===== src/rtl/dperm_pkg.sv =====
package dperm_pkg;

  typedef enum logic [3:0] {
    FLT_NONE      = 4'd0,
    FLT_MISALIGN  = 4'd1,
    FLT_RANGE     = 4'd2,
    FLT_MISS_REAL = 4'd3,
    FLT_MISS_MMU  = 4'd4,
    FLT_PRIV      = 4'd5,
    FLT_PROT      = 4'd6,
    FLT_NFO       = 4'd7,
    FLT_SIDE      = 4'd8
  } fault_e;

  // first fault code of the group that requests a tag capture
  localparam int ATTR_BASE = 3;
  localparam int N_ATTR    = 6;

  // size is 2**szlog bytes; low address bits must be clear
  function automatic logic size_misaligned(input logic [2:0] va_lo,
                                           input logic [1:0] szlog);
    logic [3:0] span;
    span = (4'd1 << szlog) - 4'd1;
    return |(va_lo & span[2:0]);
  endfunction

endpackage


===== src/rtl/dperm_addr_stage.sv =====
module dperm_addr_stage
  import dperm_pkg::*;
#(
  parameter int VA_W    = 64,
  parameter int VA_IMPL = 48,
  parameter int PA_W    = 40
) (
  input  logic [VA_W-1:0] va,
  input  logic [1:0]      szlog,
  input  logic            amask,
  input  logic            hpriv,
  input  logic            implicit_asi,
  output logic            misalign,
  output logic            out_of_range,
  output logic            bypass_req,
  output logic [PA_W-1:0] bypass_pa
);

  localparam int HI_W = VA_W - 32;

  logic [VA_W-1:0] eff_va;
  logic            unused_va_bits;

  assign eff_va     = amask ? {{HI_W{1'b0}}, va[31:0]} : va;
  assign misalign   = size_misaligned(va[2:0], szlog);
  assign bypass_req = hpriv & implicit_asi;
  assign bypass_pa  = eff_va[PA_W-1:0];
  assign unused_va_bits = ^eff_va;

  generate
    if (VA_IMPL < VA_W) begin : g_hole
      localparam int TOP_N = VA_W - VA_IMPL + 1;
      logic [TOP_N-1:0] top_bits;
      assign top_bits     = eff_va[VA_W-1:VA_IMPL-1];
      assign out_of_range = !((&top_bits) || !(|top_bits));
    end else begin : g_nohole
      assign out_of_range = 1'b0;
    end
  endgenerate

endmodule


===== src/rtl/dperm_attr_stage.sv =====
module dperm_attr_stage
  import dperm_pkg::*;
(
  input  logic              tlb_hit,
  input  logic              asi_real,
  input  logic              asi_nofault,
  input  logic              nonpriv,
  input  logic              is_write,
  input  logic              pte_priv,
  input  logic              pte_writable,
  input  logic              pte_nofault,
  input  logic              pte_side,
  output logic [N_ATTR-1:0] causes,
  output fault_e            fault
);

  // index order is priority order, lowest index wins
  assign causes[0] = !tlb_hit & asi_real;
  assign causes[1] = !tlb_hit & !asi_real;
  assign causes[2] = tlb_hit & nonpriv & pte_priv;
  assign causes[3] = tlb_hit & is_write & !pte_writable;
  assign causes[4] = tlb_hit & pte_nofault & !asi_nofault;
  assign causes[5] = tlb_hit & pte_side & asi_nofault;

  always_comb begin
    fault = FLT_NONE;
    for (int i = N_ATTR - 1; i >= 0; i--) begin
      if (causes[i]) fault = fault_e'(4'(i + ATTR_BASE));
    end
  end

endmodule


===== src/rtl/dperm_check.sv =====
module dperm_check
  import dperm_pkg::*;
#(
  parameter int VA_W    = 64,
  parameter int VA_IMPL = 48,
  parameter int PA_W    = 40,
  parameter int UNC_BIT = 39
) (
  input  logic            clk,
  input  logic            rst_n,
  input  logic            req_valid,
  input  logic [VA_W-1:0] req_va,
  input  logic [1:0]      req_size_log2,
  input  logic            req_write,
  input  logic            st_priv,
  input  logic            st_hpriv,
  input  logic            st_amask,
  input  logic            asi_nofault,
  input  logic            asi_real,
  input  logic            asi_implicit,
  input  logic            tlb_hit,
  input  logic            pte_priv,
  input  logic            pte_writable,
  input  logic            pte_nofault,
  input  logic            pte_side,
  input  logic [PA_W-1:0] pte_pa,
  output logic            rsp_valid,
  output logic [3:0]      rsp_fault,
  output logic            rsp_uncache,
  output logic            rsp_bypass,
  output logic            rsp_tag_cap,
  output logic [PA_W-1:0] rsp_pa
);

  // named internal events, observed by the bound checker
  logic              w_misalign;
  logic              w_range;
  logic              w_bypass;
  logic [PA_W-1:0]   w_bypass_pa;
  logic [N_ATTR-1:0] w_causes;
  fault_e            w_attr_fault;

  fault_e            nxt_fault;
  logic              nxt_unc;
  logic              nxt_byp;
  logic              nxt_tag;
  logic [PA_W-1:0]   nxt_pa;

  dperm_addr_stage #(
    .VA_W   (VA_W),
    .VA_IMPL(VA_IMPL),
    .PA_W   (PA_W)
  ) u_addr (
    .va          (req_va),
    .szlog       (req_size_log2),
    .amask       (st_amask),
    .hpriv       (st_hpriv),
    .implicit_asi(asi_implicit),
    .misalign    (w_misalign),
    .out_of_range(w_range),
    .bypass_req  (w_bypass),
    .bypass_pa   (w_bypass_pa)
  );

  dperm_attr_stage u_attr (
    .tlb_hit     (tlb_hit),
    .asi_real    (asi_real),
    .asi_nofault (asi_nofault),
    .nonpriv     (!st_priv && !st_hpriv),
    .is_write    (req_write),
    .pte_priv    (pte_priv),
    .pte_writable(pte_writable),
    .pte_nofault (pte_nofault),
    .pte_side    (pte_side),
    .causes      (w_causes),
    .fault       (w_attr_fault)
  );

  always_comb begin
    nxt_fault = FLT_NONE;
    nxt_unc   = 1'b0;
    nxt_byp   = 1'b0;
    nxt_tag   = 1'b0;
    nxt_pa    = '0;
    if (w_misalign) begin
      nxt_fault = FLT_MISALIGN;
    end else if (w_range) begin
      nxt_fault = FLT_RANGE;
    end else if (w_bypass) begin
      nxt_byp = 1'b1;
      nxt_pa  = w_bypass_pa;
    end else if (w_attr_fault != FLT_NONE) begin
      nxt_fault = w_attr_fault;
      nxt_tag   = 1'b1;
    end else begin
      nxt_pa  = pte_pa;
      nxt_unc = pte_side | pte_pa[UNC_BIT];
    end
  end

  always_ff @(posedge clk) begin
    if (!rst_n) begin
      rsp_valid   <= 1'b0;
      rsp_fault   <= FLT_NONE;
      rsp_uncache <= 1'b0;
      rsp_bypass  <= 1'b0;
      rsp_tag_cap <= 1'b0;
      rsp_pa      <= '0;
    end else begin
      rsp_valid   <= req_valid;
      rsp_fault   <= req_valid ? nxt_fault : FLT_NONE;
      rsp_uncache <= req_valid & nxt_unc;
      rsp_bypass  <= req_valid & nxt_byp;
      rsp_tag_cap <= req_valid & nxt_tag;
      rsp_pa      <= req_valid ? nxt_pa : '0;
    end
  end

endmodule


===== config.mk =====
export PLATFORM = sky130hd
export DESIGN_NAME = dperm_check
export DESIGN_NICKNAME = d
export VERILOG_FILES = /design/src/rtl/dperm_pkg.sv /design/src/rtl/dperm_addr_stage.sv /design/src/rtl/dperm_attr_stage.sv /design/src/rtl/dperm_check.sv
export SDC_FILE = /design/constraint.sdc
export NUM_CORES = 1
export LEC_CHECK = 0
export BUFFER_PORTS_ARGS = -buffer_cell sky130_fd_sc_hd__buf_4
export CORE_MARGIN = 2
export CORE_UTILIZATION = 33
export DETAILED_ROUTE_END_ITERATION = 12
export GPL_ROUTABILITY_DRIVEN = 0
export PLACE_DENSITY = 0.84
export SETUP_SLACK_MARGIN = 0.05
export SLEW_MARGIN = 5
export SYNTH_ARGS = -nofsm -noshare
export SYNTH_HDL_FRONTEND = slang
export SYNTH_SLANG_ARGS = --single-unit

===== constraint.sdc =====
create_clock -name clk -period 1.2 [get_ports clk]
set_input_delay 0.06 -clock clk [delete_from_list [all_inputs] [get_ports clk]]
set_output_delay 0.06 -clock clk [all_outputs]
set_load 0.01 [all_outputs]

== Yosys cells after proc, flatten, opt, wreduce, memory -nomap -nowiden ==
Index checks and enable logic that the tools add are counted.
W data, S select, Z words.
Storage, ports and cells
  bits in read-only memories: 0
  latch bits: 0
  output and inout bits: 48
  memories: 0
  input port bits: 121
  bits in registers: 48
  bits in writable memories: 0
Cells by class
  order comparisons: 0
  $mul: 0
  multiplexer cells: 24
  reductions and logical operators: 17
  bitwise gates (word level): 20
  shifts and indexed selects: 1
  div/mod/pow operators: 0
  equality and inequality tests: 0
  $add $sub $neg: 1
Operator list (count)
  $mux W40: 2
  $mux W64: 1
  $mux W4: 6
  $reduce_and A17 Y1: 1
  $reduce_or A17 Y1: 1
  $and A1 B1 Y1: 14
  $mux W1: 12
  $reduce_or A8 Y1: 1
  $logic_not A1 Y1: 7
  $mux W2: 3
  $reduce_or A6 Y1: 1
  $reduce_or A5 Y1: 1
  $not A1 Y1: 4
  $reduce_bool A4 Y1: 1
  $and A3 B3 Y3: 1
  $reduce_or A3 Y1: 1
  $shl A1 B2 Y3 const A: 1
  $sub A3 B1 Y3 const B: 1
  $reduce_and A2 Y1: 1
  $logic_and A1 B1 Y1: 1
  $logic_or A1 B1 Y1: 1
  $or A1 B1 Y1: 1

== Longest topological paths before layout ==
  word-level depth: 14
  mapped depth: 6
  mapped depth without buffers: 5

== By module ==
From an unflattened synthesis, not the netlist that was laid out.
Second synthesis, totals
  cells, all modules: 278
  area, all modules: 2264.7 sq um
By module, submodules not included
  dperm_check: cells each 203, sequential area each 960.9 sq um, times used 1, area an instance 1739.2 sq um
  dperm_addr_stage: cells each 58, sequential area each 0.0 sq um, times used 1, area an instance 399.1 sq um
  dperm_attr_stage: cells each 17, sequential area each 0.0 sq um, times used 1, area an instance 126.4 sq um

== Worst setup path before layout ==
Ideal clock, no wire load.
  path type: input port to flip-flop
  start point: in st_hpriv
  end point: reg rsp_pa[32]
  required time: 1.083 ns
  stages: 6
  arrival time: 1.084 ns
  path buffers: 1
  setup slack: -0.001 ns
  cells stage by stage: or3b_2 > nand4_4 > a211oi_4 > buf_6 > a22oi_1 > nor2_1
Between the ends
  cells in the longest elaborated chain, start to end: 10
Ends and longest elaborated chain
  start: declaration: RTL line dperm_check.sv:16  | input logic st_hpriv,
  $logic_not A1 Y1: RTL line dperm_check.sv:69  | .nonpriv (!st_priv && !st_hpriv),
  $logic_and A1 B1 Y1: RTL line dperm_check.sv:69
  $and A1 B1 Y1 (2 in series): RTL line dperm_attr_stage.sv:20  | assign causes[2] = tlb_hit & nonpriv & pte_priv;
  $mux W4 (3 in series): RTL line dperm_attr_stage.sv:28  | if (causes[i]) fault = fault_e'(4'(i + ATTR_BASE));
  $reduce_bool A4 Y1: RTL line dperm_check.sv:92  | end else if (w_attr_fault != FLT_NONE) begin
  $mux W40: RTL line dperm_check.sv:92
  $mux W40 (*): RTL line dperm_check.sv:89  | end else if (w_bypass) begin
  end signal: assignment: RTL line dperm_check.sv:115  | rsp_pa <= req_valid ? nxt_pa : '0;
  end: declaration: RTL line dperm_check.sv:32  | output logic [PA_W-1:0] rsp_pa
Mark *: on every way between the ends. The rest lies on a longest branch, timed or not.
A chain may end at the register's enable or synchronous reset.

== Worst setup path after layout ==
  start point: in req_va[50]
  end point: reg rsp_tag_cap
Between the ends
  cells in the longest elaborated chain, start to end: 7
Ends and longest elaborated chain
  start: declaration: RTL line dperm_check.sv:12  | input logic [VA_W-1:0] req_va,
  $mux W64 (*): RTL line dperm_addr_stage.sv:24  | assign eff_va = amask ? {{HI_W{1'b0}}, va[31:0]} : va;
  $reduce_or A17 Y1: RTL line dperm_addr_stage.sv:35  | assign out_of_range = !((&top_bits) || !(|top_bits));
  $logic_not A1 Y1: RTL line dperm_addr_stage.sv:35
  $logic_or A1 B1 Y1 (*): RTL line dperm_addr_stage.sv:35
  $mux W1 (*): RTL line dperm_check.sv:87  | end else if (w_range) begin
  $mux W1 (*): RTL line dperm_check.sv:85  | if (w_misalign) begin
  $and A1 B1 Y1 (*): RTL line dperm_check.sv:114  | rsp_tag_cap <= req_valid & nxt_tag;
  end signal: assignment: RTL line dperm_check.sv:114
  end: declaration: RTL line dperm_check.sv:31  | output logic rsp_tag_cap,
Marked as above.

==> impl_metrics.tcl <==
set metrics [dict create \
    worstHoldPathCells 3 \
    drc 0 \
    crit_required_ps 1420 \
    num_vias 2171 \
    antenna_cells 0 \
    start_kind "input pin" \
    critPathKind "input pin to register" \
    peakVddDrop_uv 516 \
    synth_top_cell_by_area "dfxtp_1" \
    post-route-util_pct 64.5 \
    synth_top_area_share_pct 52.4 \
    die_y_um 78.6 \
    dp_cells 425 \
    cp_max_fo 6 \
    end_kind "register" \
    synth_cells 189 \
    preCtsSetupSlack_ps -227 \
    die-area_um2 6170 \
    syn_avg_cell_area_um2 9.71 \
    cts_sinks 48 \
    synth_top_family_by_area "compound AO/OA/AOI/OAI gates" \
    synth_compound_area_share_pct 22.9 \
    multi_input_area_um2 796 \
    clockBufferDepth 2 \
    wl_per_cell_um 14.6 \
    synth_fa_ha_area_share_pct 0 \
    stdcell_count 449 \
    grt_setup_unrepaired "true" \
    hold_violations 0 \
    min_to "rsp_pa[11]" \
    core_area_um2 5440 \
    htree_levels 2 \
    grt_usage_pct 20.3 \
    syn_to_final_growth_pct 91.3 \
    max-cap-violations 0 \
    die_width_um 78.6 \
    p_leak_uw 0.00160 \
    drt-initial-drc-count 92 \
    hpwlAfterDp_mm 4.62 \
    synthMuxAreaShare_pct 0 \
    synth-simple-area-share_pct 19.0 \
    grt_pass1_wl_mm 9.83 \
    fmax_mhz 885 \
    crit_chain "buf_4 > nand4_1 > nor4_2 > a41o_1 > o21ai_4 > buf_4 > nor3_1" \
    min_period_over_period_pct 94.2 \
    synth_xor_area_share_pct 0 \
    ant_nets 0 \
    rows 27 \
    slew_violations 0 \
    grt_pass1_vias 2157 \
    overflow 0 \
    setup_violations 0 \
    grt_max_degree 36 \
    crit_path_frequent_cell "buf_4" \
    status "finished, final reports clean" \
    cts_root_buf "clkbuf_8" \
    io_buffer_count 161 \
    min_from "pte_pa[11]" \
    seq_area_um2 961 \
    ios 169 \
    firstDrtPassIters 5 \
    relSlewSlack_pct 47.2 \
    synth_fp_nets 310 \
    netlist_area_um2 1830 \
    path_clk_slew_ps 90 \
    ys_seq_elements 48 \
    fill_cells 447 \
    cp.arrival_ps 1350 \
    finalCriticalPeriod_ps 1130 \
    power_density_nw_per_um2 1040 \
    cts_tree "done" \
    wl_mm 6.57 \
    setup_tns_ps 0 \
    synthDistinctLibCells 29 \
    yosysWarnings 0 \
    synth_seq_area_share_pct 52.4 \
    drive_above_1_share_pct 52.5 \
    critPathMaxStageDelay_ps 340 \
    fin_nets 497 \
    layout_setup_ws_ps 69.9 \
    worstMarginPinSlew_ps 789 \
    via_per_inst 4.84 \
    antenna_found_initial 0 \
    crit_path_top_delay_cell "nor4_2" \
    cts-buffers-inserted 5 \
    synthTopCellsByArea "dfxtp_1 (52%), a22oi_1 (16%), nor2_1 (9.0%), buf_6 (3.1%), nor4_1 (1.7%)" \
    hold_path.class "input pin to register" \
    initial_core_util_pct 33.7 \
]
==> worst max-delay path, delay by kind of cell <==
kind | cells | cell delay [ps]
buffers and inverters | 2 | 270
AO/OA/AOI/OAI | 2 | 410
AND/OR/NAND/NOR | 3 | 610
==> cell usage in the layout, fill, tap and decap left out, types with 2 or more instances in the layout <==
cell type      instances
bufinv_16              2
o21ai_0                5
buf_4                174
nor2_1                44
and2_1                 2
clkbuf_8               5
nor3_1                 2
a21oi_1                3
nor4_2                 5
buf_12                 2
dfxtp_1               48
inv_1                  5
nand2_1                4
a22oi_1               40
nand4_1                4
dlygate4sd3_1         16
==> worst max path at each step <==
stage / slack, ps / cells past startpoint / end / start
floorplan: 60 / 6 / rsp_pa[17] / req_va[47]
global placement: -220 / 7 / rsp_fault[1] / req_va[47]
detailed placement: -230 / 7 / rsp_tag_cap / req_va[52]
CTS: 90 / 7 / rsp_tag_cap / req_va[52]
global route: -40 / 7 / rsp_tag_cap / req_va[50]
finish: 70 / 7 / rsp_tag_cap / req_va[50]
==> timing repair <==
| action | in CTS | in global routing |
|---|---|---|
| hold buffers | 14 | 2 |
| buffers inserted | 0 | 0 |
| resized for setup | 0 | 4 |
| setup endpoints to repair | 0 | 39 |
| endpoints found under the hold margin | 14 | 2 |
==> sequential cells by signal, summed over array words and instances, names as in the netlist <==
signal and count:
rsp_valid 1, rsp_uncache 1, rsp_tag_cap 1, rsp_pa 40, rsp_fault 4, rsp_bypass 1
==> synthesized netlist by cell type, drive strengths merged <==
| library cell | number |
|---|---|
| a41o | 1 |
| or3b | 1 |
| o221a | 1 |
| a31o | 1 |
| nand2b | 1 |
| nor3 | 2 |
| a22oi | 40 |
| inv | 5 |
| nand2 | 4 |
| nand4 | 5 |
| a21oi | 3 |
| nor2 | 45 |
| a31oi | 1 |
| or2b | 1 |
| dfxtp | 48 |
| nand3 | 1 |
| buf | 8 |
| and2 | 2 |
| clkbuf | 4 |
| nor4 | 7 |
| o22ai | 1 |
| o21ai | 6 |
| a211oi | 1 |
==> layer usage <==
layer | up-vias | global-route usage (%) | share of wire [%]
met5 | - | 0 | 0
met4 | 0 | 6.49 | 1.6
met3 | 14 | 6.55 | 8.5
met2 | 110 | 39.7 | 55
met1 | 992 | 19.8 | 35
li1 | 1055 | - | -
==> through the flow <==
| stage | instance area, um2 | hold slack [ps] | total power, uW |
|---|---|---|---|
| floorplan | 1840 | 206 | 1850 |
| global placement | 3190 | 294 | 2230 |
| detailed placement | 3190 | 305 | 2250 |
| CTS | 3460 | 0.136 | 3660 |
| global route | 3510 | 0.774 | 3820 |
| finish | 3510 | 0.905 | 3640 |
==> logic make-up after synthesis <==
kind of cell	Yosys count
AO/OA/AOI/OAI	55
buffers and inverters	17
flip-flops	48
AND/OR/NAND/NOR	69
==> area by class of cell <==
type | instances | area share (%)
Timing Repair Buffer | 192 | 42.9
Clock buffer | 5 | 1.96
Clock inverter | 3 | 1.96
Tap cell | 72 | 2.57
Inverter | 5 | 0.535
Sequential cell | 48 | 27.4
Multi-Input combinational cell | 124 | 22.7
==> where the power goes <==
part,leakage [uW],internal (uW),total (uW),switching [uW]
Combinational,0.00115,402,649,247
Clock,0.0000687,838,1380,539
Sequential,0.000388,1610,1620,5.05
(Power assumes the default switching activity.)
